--- src/rtl/msg_dma_pkg.sv ---
package msg_dma_pkg;
  typedef enum logic [1:0] {TX_IDLE, TX_ADDR, TX_DATA} tx_state_e;
  localparam int unsigned REG_SRC = 0;
  localparam int unsigned REG_DST = 1;
  localparam int unsigned REG_AMT = 2;
  localparam int unsigned REG_CTL = 3;
  localparam int unsigned CH_BASE = 8;
endpackage

--- src/rtl/msg_dma_tx.sv ---
module msg_dma_tx
  import msg_dma_pkg::*;
#(
  parameter int DW  = 32,
  parameter int LAW = 8,
  parameter int CW  = 8
) (
  input  logic           clk,
  input  logic           rst_n,
  input  logic           start,
  input  logic           err_clr,
  input  logic [LAW-1:0] cfg_src,
  input  logic [DW-1:0]  cfg_dst,
  input  logic [CW-1:0]  cfg_amt,
  input  logic           mem_gnt,
  input  logic [DW-1:0]  mem_rdata,
  output logic           rd_req,
  output logic [LAW-1:0] rd_addr,
  output logic           tx_valid,
  output logic           tx_is_addr,
  output logic [DW-1:0]  tx_data,
  input  logic           tx_ready,
  output logic           busy,
  output logic           err
);
  tx_state_e      st_q, st_d;
  logic [CW-1:0]  ptr_q, ptr_d, amt_q;
  logic [LAW-1:0] src_q;
  logic [DW-1:0]  dst_q, od_q, od_d;
  logic           ov_q, ov_d, oa_q, oa_d, err_q, err_d;
  logic           accept, can_load, more;

  assign can_load = !ov_q || tx_ready;
  assign more     = (ptr_q != amt_q);
  assign rd_req   = (st_q == TX_DATA) && can_load && more;
  assign rd_addr  = src_q + LAW'(ptr_q);

  always_comb begin
    st_d = st_q; ptr_d = ptr_q; ov_d = ov_q; oa_d = oa_q; od_d = od_q;
    err_d = err_q; accept = 1'b0;
    if (err_clr) err_d = 1'b0;
    unique case (st_q)
      TX_IDLE: begin
        if (start) begin
          if (cfg_amt == '0) err_d = 1'b1;
          else begin
            accept = 1'b1;
            st_d   = TX_ADDR;
            ptr_d  = '0;
          end
        end
      end
      TX_ADDR: begin
        if (start) err_d = 1'b1;
        if (can_load) begin
          ov_d = 1'b1; oa_d = 1'b1; od_d = dst_q; st_d = TX_DATA;
        end
      end
      default: begin
        if (start) err_d = 1'b1;
        if (can_load) begin
          if (more && mem_gnt) begin
            ov_d = 1'b1; oa_d = 1'b0; od_d = mem_rdata; ptr_d = ptr_q + CW'(1);
          end else begin
            ov_d = 1'b0;
            if (!more) st_d = TX_IDLE;
          end
        end
      end
    endcase
  end

  always_ff @(posedge clk or negedge rst_n) begin
    if (!rst_n) begin
      st_q <= TX_IDLE; ptr_q <= '0; ov_q <= 1'b0; oa_q <= 1'b0; od_q <= '0;
      err_q <= 1'b0; src_q <= '0; dst_q <= '0; amt_q <= '0;
    end else begin
      st_q <= st_d; ptr_q <= ptr_d; ov_q <= ov_d; oa_q <= oa_d; od_q <= od_d;
      err_q <= err_d;
      if (accept) begin
        src_q <= cfg_src; dst_q <= cfg_dst; amt_q <= cfg_amt;
      end
    end
  end

  assign tx_valid   = ov_q;
  assign tx_is_addr = oa_q;
  assign tx_data    = od_q;
  assign busy       = (st_q != TX_IDLE);
  assign err        = err_q;
endmodule

--- src/rtl/msg_dma_rx_chan.sv ---
module msg_dma_rx_chan #(
  parameter int DW  = 32,
  parameter int LAW = 8,
  parameter int CW  = 8
) (
  input  logic           clk,
  input  logic           rst_n,
  input  logic           wr_en,
  input  logic [1:0]     off,
  input  logic [DW-1:0]  wr_data,
  input  logic           beat,
  input  logic [DW-1:0]  addr_word,
  output logic           hit,
  output logic           last,
  output logic [LAW-1:0] wr_addr,
  output logic           en,
  output logic           ie,
  output logic           done,
  output logic [DW-1:0]  rd_word
);
  logic [DW-1:0]  match_q, match_d;
  logic [LAW-1:0] base_q, base_d;
  logic [CW-1:0]  cnt_q, cnt_d, ptr_q, ptr_d;
  logic           en_q, en_d, ie_q, ie_d, done_q, done_d;

  assign hit     = en_q && (addr_word == match_q);
  assign last    = ((ptr_q + CW'(1)) == cnt_q);
  assign wr_addr = base_q + LAW'(ptr_q);

  always_comb begin
    match_d = match_q; base_d = base_q; cnt_d = cnt_q; ptr_d = ptr_q;
    en_d = en_q; ie_d = ie_q; done_d = done_q;
    if (beat) begin
      ptr_d = ptr_q + CW'(1);
      if (last) begin
        done_d = 1'b1; en_d = 1'b0;
      end
    end
    if (wr_en) begin
      unique case (off)
        2'd0: match_d = wr_data;
        2'd1: base_d  = wr_data[LAW-1:0];
        2'd2: cnt_d   = wr_data[CW-1:0];
        default: begin
          en_d = wr_data[0];
          ie_d = wr_data[1];
          if (wr_data[2]) done_d = 1'b0;
          if (wr_data[0]) ptr_d = '0;
        end
      endcase
    end
  end

  always_ff @(posedge clk or negedge rst_n) begin
    if (!rst_n) begin
      match_q <= '0; base_q <= '0; cnt_q <= '0; ptr_q <= '0;
      en_q <= 1'b0; ie_q <= 1'b0; done_q <= 1'b0;
    end else begin
      match_q <= match_d; base_q <= base_d; cnt_q <= cnt_d; ptr_q <= ptr_d;
      en_q <= en_d; ie_q <= ie_d; done_q <= done_d;
    end
  end

  always_comb begin
    unique case (off)
      2'd0:    rd_word = match_q;
      2'd1:    rd_word = DW'(base_q);
      2'd2:    rd_word = DW'(cnt_q);
      default: rd_word = DW'({done_q, ie_q, en_q});
    endcase
  end

  assign en   = en_q;
  assign ie   = ie_q;
  assign done = done_q;
endmodule

--- src/rtl/msg_dma_engine.sv ---
module msg_dma_engine
  import msg_dma_pkg::*;
#(
  parameter int DW     = 32,
  parameter int LAW    = 8,
  parameter int CW     = 8,
  parameter int NRX    = 4,
  parameter int CFG_AW = 5
) (
  input  logic              clk,
  input  logic              rst_n,
  input  logic              cfg_we,
  input  logic [CFG_AW-1:0] cfg_addr,
  input  logic [DW-1:0]     cfg_wdata,
  output logic [DW-1:0]     cfg_rdata,
  output logic              tx_valid,
  output logic              tx_is_addr,
  output logic [DW-1:0]     tx_data,
  input  logic              tx_ready,
  input  logic              rx_valid,
  input  logic              rx_is_addr,
  input  logic [DW-1:0]     rx_data,
  output logic              mem_en,
  output logic              mem_we,
  output logic [LAW-1:0]    mem_addr,
  output logic [DW-1:0]     mem_wdata,
  input  logic [DW-1:0]     mem_rdata,
  output logic              irq
);
  localparam int CHW = (NRX > 1) ? $clog2(NRX) : 1;

  logic [LAW-1:0] src_q;
  logic [DW-1:0]  dst_q;
  logic [CW-1:0]  amt_q;
  logic           gsel, ctl_wr, tx_start, tx_busy, tx_err, tx_rd_req;
  logic [LAW-1:0] tx_rd_addr;
  logic           act_q, act_d, unm_q, unm_d, any_hit, rx_wr;
  logic [CHW-1:0] ch_q, ch_d, first;
  logic [NRX-1:0] ch_sel, ch_hit, ch_last, ch_en, ch_ie, ch_done, beat;
  logic [LAW-1:0] ch_waddr [NRX];
  logic [DW-1:0]  ch_rd    [NRX];

  assign gsel     = cfg_addr < CFG_AW'(CH_BASE);
  assign ctl_wr   = cfg_we && (cfg_addr == CFG_AW'(REG_CTL));
  assign tx_start = ctl_wr && cfg_wdata[0];

  always_ff @(posedge clk or negedge rst_n) begin
    if (!rst_n) begin
      src_q <= '0; dst_q <= '0; amt_q <= '0;
    end else begin
      if (cfg_we && cfg_addr == CFG_AW'(REG_SRC)) src_q <= cfg_wdata[LAW-1:0];
      if (cfg_we && cfg_addr == CFG_AW'(REG_DST)) dst_q <= cfg_wdata;
      if (cfg_we && cfg_addr == CFG_AW'(REG_AMT)) amt_q <= cfg_wdata[CW-1:0];
    end
  end

  msg_dma_tx #(.DW(DW), .LAW(LAW), .CW(CW)) u_tx (
    .clk, .rst_n, .start(tx_start), .err_clr(ctl_wr && cfg_wdata[1]),
    .cfg_src(src_q), .cfg_dst(dst_q), .cfg_amt(amt_q),
    .mem_gnt(!rx_wr), .mem_rdata, .rd_req(tx_rd_req), .rd_addr(tx_rd_addr),
    .tx_valid, .tx_is_addr, .tx_data, .tx_ready, .busy(tx_busy), .err(tx_err)
  );

  for (genvar i = 0; i < NRX; i++) begin : g_ch
    localparam logic [CFG_AW-3:0] SLOT = (CFG_AW-2)'(CH_BASE/4 + i);
    assign ch_sel[i] = (cfg_addr[CFG_AW-1:2] == SLOT);
    assign beat[i]   = rx_valid && !rx_is_addr && act_q && (ch_q == CHW'(i)) && ch_en[i];
    msg_dma_rx_chan #(.DW(DW), .LAW(LAW), .CW(CW)) u_ch (
      .clk, .rst_n, .wr_en(cfg_we && ch_sel[i]), .off(cfg_addr[1:0]),
      .wr_data(cfg_wdata), .beat(beat[i]), .addr_word(rx_data),
      .hit(ch_hit[i]), .last(ch_last[i]), .wr_addr(ch_waddr[i]),
      .en(ch_en[i]), .ie(ch_ie[i]), .done(ch_done[i]), .rd_word(ch_rd[i])
    );
  end

  // lowest index wins among matching channels
  always_comb begin
    any_hit = 1'b0;
    first   = '0;
    for (int i = NRX - 1; i >= 0; i--) begin
      if (ch_hit[i]) begin
        any_hit = 1'b1;
        first   = CHW'(i);
      end
    end
  end

  assign rx_wr = |beat;

  always_comb begin
    act_d = act_q; ch_d = ch_q; unm_d = unm_q;
    if (ctl_wr && cfg_wdata[2]) unm_d = 1'b0;
    if (rx_valid && rx_is_addr) begin
      if (any_hit) begin
        act_d = 1'b1; ch_d = first;
      end else begin
        act_d = 1'b0; unm_d = 1'b1;
      end
    end else if (rx_wr && ch_last[ch_q]) begin
      act_d = 1'b0;
    end
  end

  always_ff @(posedge clk or negedge rst_n) begin
    if (!rst_n) begin
      act_q <= 1'b0; ch_q <= '0; unm_q <= 1'b0;
    end else begin
      act_q <= act_d; ch_q <= ch_d; unm_q <= unm_d;
    end
  end

  // receive writes own the port; transmit reads take free cycles
  assign mem_en    = rx_wr || tx_rd_req;
  assign mem_we    = rx_wr;
  assign mem_addr  = rx_wr ? ch_waddr[ch_q] : tx_rd_addr;
  assign mem_wdata = rx_data;
  assign irq       = |(ch_done & ch_ie);

  always_comb begin
    cfg_rdata = '0;
    if (gsel) begin
      unique case (cfg_addr[2:0])
        3'(REG_SRC): cfg_rdata = DW'(src_q);
        3'(REG_DST): cfg_rdata = dst_q;
        3'(REG_AMT): cfg_rdata = DW'(amt_q);
        3'(REG_CTL): cfg_rdata = DW'({unm_q, tx_err, tx_busy});
        default:     cfg_rdata = '0;
      endcase
    end else begin
      for (int i = 0; i < NRX; i++) begin
        if (ch_sel[i]) cfg_rdata = ch_rd[i];
      end
    end
  end
endmodule

--- config.mk ---
export PLATFORM = sky130hd
export DESIGN_NAME = msg_dma_engine
export DESIGN_NICKNAME = d
export VERILOG_FILES = /design/src/rtl/msg_dma_pkg.sv /design/src/rtl/msg_dma_tx.sv /design/src/rtl/msg_dma_rx_chan.sv /design/src/rtl/msg_dma_engine.sv
export SDC_FILE = /design/constraint.sdc
export NUM_CORES = 1
export LEC_CHECK = 0
export ABC_CLOCK_PERIOD_IN_PS = 2720
export BUFFER_PORTS_ARGS = -buffer_cell sky130_fd_sc_hd__buf_4
export CORE_MARGIN = 2
export CORE_UTILIZATION = 55
export CTS_CLUSTER_SIZE = 12
export DETAILED_ROUTE_END_ITERATION = 10
export GPL_TIMING_DRIVEN = 0
export PLACE_DENSITY = 0.87
export SYNTH_ARGS = -nofsm -noshare
export SYNTH_HDL_FRONTEND = slang
export SYNTH_SLANG_ARGS = --single-unit
--- constraint.sdc ---
create_clock -name clk -period 2.72 [get_ports clk]
set_input_delay 0 -clock clk [delete_from_list [all_inputs] [get_ports clk]]
set_output_delay 0 -clock clk [all_outputs]
set_load 0.05 [all_outputs]
==> out/results.txt <==
Root Buffer: clkbuf_16
Cell mode on critical path: inv_2
Post-synth net total: 2220
TNS Setup: -1.12 ns
Core ar.: 38600 µm²
CP peak stage delay: 0.53 ns
Worst-path clk slew: 0.06 ns
Sequential share of the synthesized area: 44.5%
Slew of the pin with the lowest slew margin: 1.00 ns
Synth top area share: 44.5%
Ys Warns: 0
Final min period: 3.05 ns
Power, Total: 20.4 mW
Mux contribution to synthesized area: 18.2%
Worst-Skew Late Latency: 0.57 ns
Non-filler instance count after layout: 2950
Initial DRC Count: 2051
CP arrival: 3.05 ns
Placed cell count: 2782
Crit Path Class: flip-flop to output pin
PortBufs: 193
Worst path required time: 2.72 ns
Synth Cell Area: 21400 µm²
Vias in the first global route: 18400
CTS Buffer Depth: 3
All-Layer GR Usage: 35.2%
Layout cells sized above 1: 29.0%
Worst relative slew slack: 32.6%
Slew Viols, Final: 0
Final hold violation count: 0
Largest family of logic cells by synthesized area: multiplexers
Clock skew: 0.0212 ns
DR DRC count: 0
Drt first pass iters: 6
Syn Area/Cell: 10.4 µm²
Synth Area in XOR/XNOR: 9.56%
Failing checks: negative setup slack
CTS H-tree lvls: 2
CTS buffer count: 41
Row count: 72
Hold/Removal Path Class: input pin to flip-flop
Compound-Gate Fraction of Synth Area: 8.42%
CP endpoint kind: output pin
First-pass GRT wire length: 109000 µm
Drt wl/cell: 24.6 µm
Seq cells post-synth: 381
Die height: 201 µm
CP max stage cell: mux4_2
Leak pwr: 12.0 nW
Critical path, cell by cell: ha_2, inv_2, fa_2, inv_2, a21o_1, a21oi_2, o21ai_2, xnor2_1, mux4_2, mux2i_2, buf_6
Power per cell area: 777 nW/µm²
Post-Synth Simple-Gate Area: 12.3%
Synth area leaders: dfrtp_1 (44%), mux2_2 (13%), xnor2_1 (7.3%)
RSZ-0062 raised after global routing: yes
Post-synthesis async set-or-reset flop share: 100%
Initial Util: 55.6%
Area leader, netlist: dfrtp_1
Final nets: 2560
Synth unique cells: 72
Die Wd: 201 µm
Placer Congestion: 0.984
Worst hold slack: 0.0534 ns
CTS sink cnt: 381
Setup violations, final: 6
CTS tree: yes
Max Cap Viol: 0
Total gr overflow: 0
Post-Route WL: 72700 µm
Post-synthesis cell count: 2068
Ys flop type: dfrtp_1
Final ANT Viol Nets: 0
Final period util: 112%
CP Max Fanout: 2
Area growth syn-to-layout: 22.6%
Final worst slack: -0.328 ns
Adder-Cell Fraction of Synth Area: 2.80%
I/O pin cnt: 216
Initial antenna violation count: 2
Vias: 18400
Max VDD drop: 0.455 mV
# fillers: 2819
Achievable Freq: 0.328 GHz
Die Footprint: 40600 µm²
Dpl hpwl: 52300 µm
Largest net degree at the start of global routing: 127
EDFF count, synth: 0
Vias per cell: 6.23
Critical path launch point type: flip-flop
Status: finished, violations left
==> cell families (layout without fill, tap and decap cells) <==
| logic type | after synthesis | count (layout) |
|---|---|---|
| xor+xnor | 234 | 234 |
| simple gates | 591 | 591 |
| compound gates | 284 | 284 |
| flops | 381 | 381 |
| fa+ha+maj | 45 | 45 |
| mux | 334 | 334 |
| buf+inv | 199 | 562 |
| other cells | 0 | 1 |
==> state kept, by name, summed over array words and instances, names as in the netlist, 2 cells and up <==
register,cells
g_ch.u_ch.en,4
g_ch.u_ch.ptr_q,32
u_tx.src_q,8
u_tx.tx_data,32
src_q,8
u_tx.ptr_q,8
g_ch.u_ch.cnt_q,32
dst_q,32
u_tx.amt_q,8
ch_q,2
g_ch.u_ch.ie,4
u_tx.dst_q,32
g_ch.u_ch.match_q,128
u_tx.st_q,2
amt_q,8
g_ch.u_ch.done,4
g_ch.u_ch.base_q,32
==> metrics by stage <==
step                      utilization [%]  area [µm²]  setup WS [ns]
after floorplan                         -       21400         0.0476
after global placement               61.0       23500          -1.94
after detailed placement             61.3       23600         -0.335
after CTS                            67.3       25900         -0.295
after global routing                 68.1       26300         -0.363
final                                68.1       26300         -0.328
==> final cells by class <==
type / instances / area, µm² / share of cell area, %
clock inverter: 10 / 180 / 0.686
tap: 518 / 648 / 2.47
multi-input combinational: 1488 / 11300 / 43.0
inverter: 38 / 143 / 0.543
buffer: 159 / 776 / 2.95
timing repair buffer: 299 / 2520 / 9.59
sequential: 381 / 9550 / 36.3
clock buffer: 56 / 1160 / 4.42
antenna: 1 / 2.50 / 0.00952
==> power by group <==
part	leakage [nW]	internal (mW)	switching (mW)
Sequential	4.85	6.78	1.28
Combinational	6.49	2.77	3.85
Clock	0.658	3.36	2.38
Total	12.0	12.9	7.50
==> path summary, 6_finish.rpt <==
path / startpoint / to / slack [ns] / cells past startpoint
max: g_ch[1].u_ch.base_q[0] / mem_addr[6] / -0.33 / 11
min: cfg_wdata[0] / u_tx.ptr_q[1] / 0.05 / 4
max reg2reg: g_ch[3].u_ch.ptr_q[1] / act_q / 0.06 / 12
min reg2reg: u_tx.dst_q[16] / u_tx.dst_q[16] / 0.48 / 2
max in group asynchronous: rst_n / g_ch[3].u_ch.match_q[20] / 2.02 / 3
min in group asynchronous: rst_n / g_ch[0].u_ch.ptr_q[7] / 0.06 / 3
==> critical path: cells and delay by family, from the launching register on <==
kind,cells,cell delay (ns)
multiplexers,2,0.74
adder cells (fa/ha/maj),2,0.43
AO/OA/AOI/OAI,3,0.44
XOR/XNOR,1,0.14
flip-flops,1,0.43
buffers and inverters,3,0.29
==> Yosys cell counts (33+ instances only) <==
cell type and count:
nor2_1 129, dfrtp_1 381, xnor2_1 178, o21ai_0 60, clkbuf_1 85, buf_4 33, xor2_1 56, ha_1 40
mux2_2 240, a31oi_1 46, inv_1 38, nand2_1 301, a21oi_1 54, mux2i_1 73
==> cell usage in the layout, fill, tap and decap left out, drive strengths merged, types with 39 or more instances in the layout <==
cell and count:
xnor2 178, ha 40, dlygate4sd3 68, xor2 56, dfrtp 381, o21ai 63, clkbuf 141, mux2i 73
a21oi 54, inv 39, nand2 301, nor2 131, a31oi 46, buf 305, mux2 241
==> metal layers <==
metal	part of all wire [%]	GRT usage [%]	up-vias	wire length [µm]
li1	-	-	7851	-
met2	46	56.0	1127	33600
met3	9.9	8.16	255	7200
met1	38	45.5	9155	27900
met5	0.017	0	-	12
met4	5.5	17.0	2	4010
==> what timing repair did <==
| action | CTS | global route |
|---|---|---|
| gates cloned | 0 | 0 |
| endpoints found under the setup margin | 48 | 31 |
| setup buffers | 16 | 18 |
| resized for setup | 60 | 43 |
| hold buffers | 69 | 0 |
| pin swaps | 21 | 27 |
| endpoints found under the hold margin | 569 | 0 |
(Power assumes the default switching activity.)
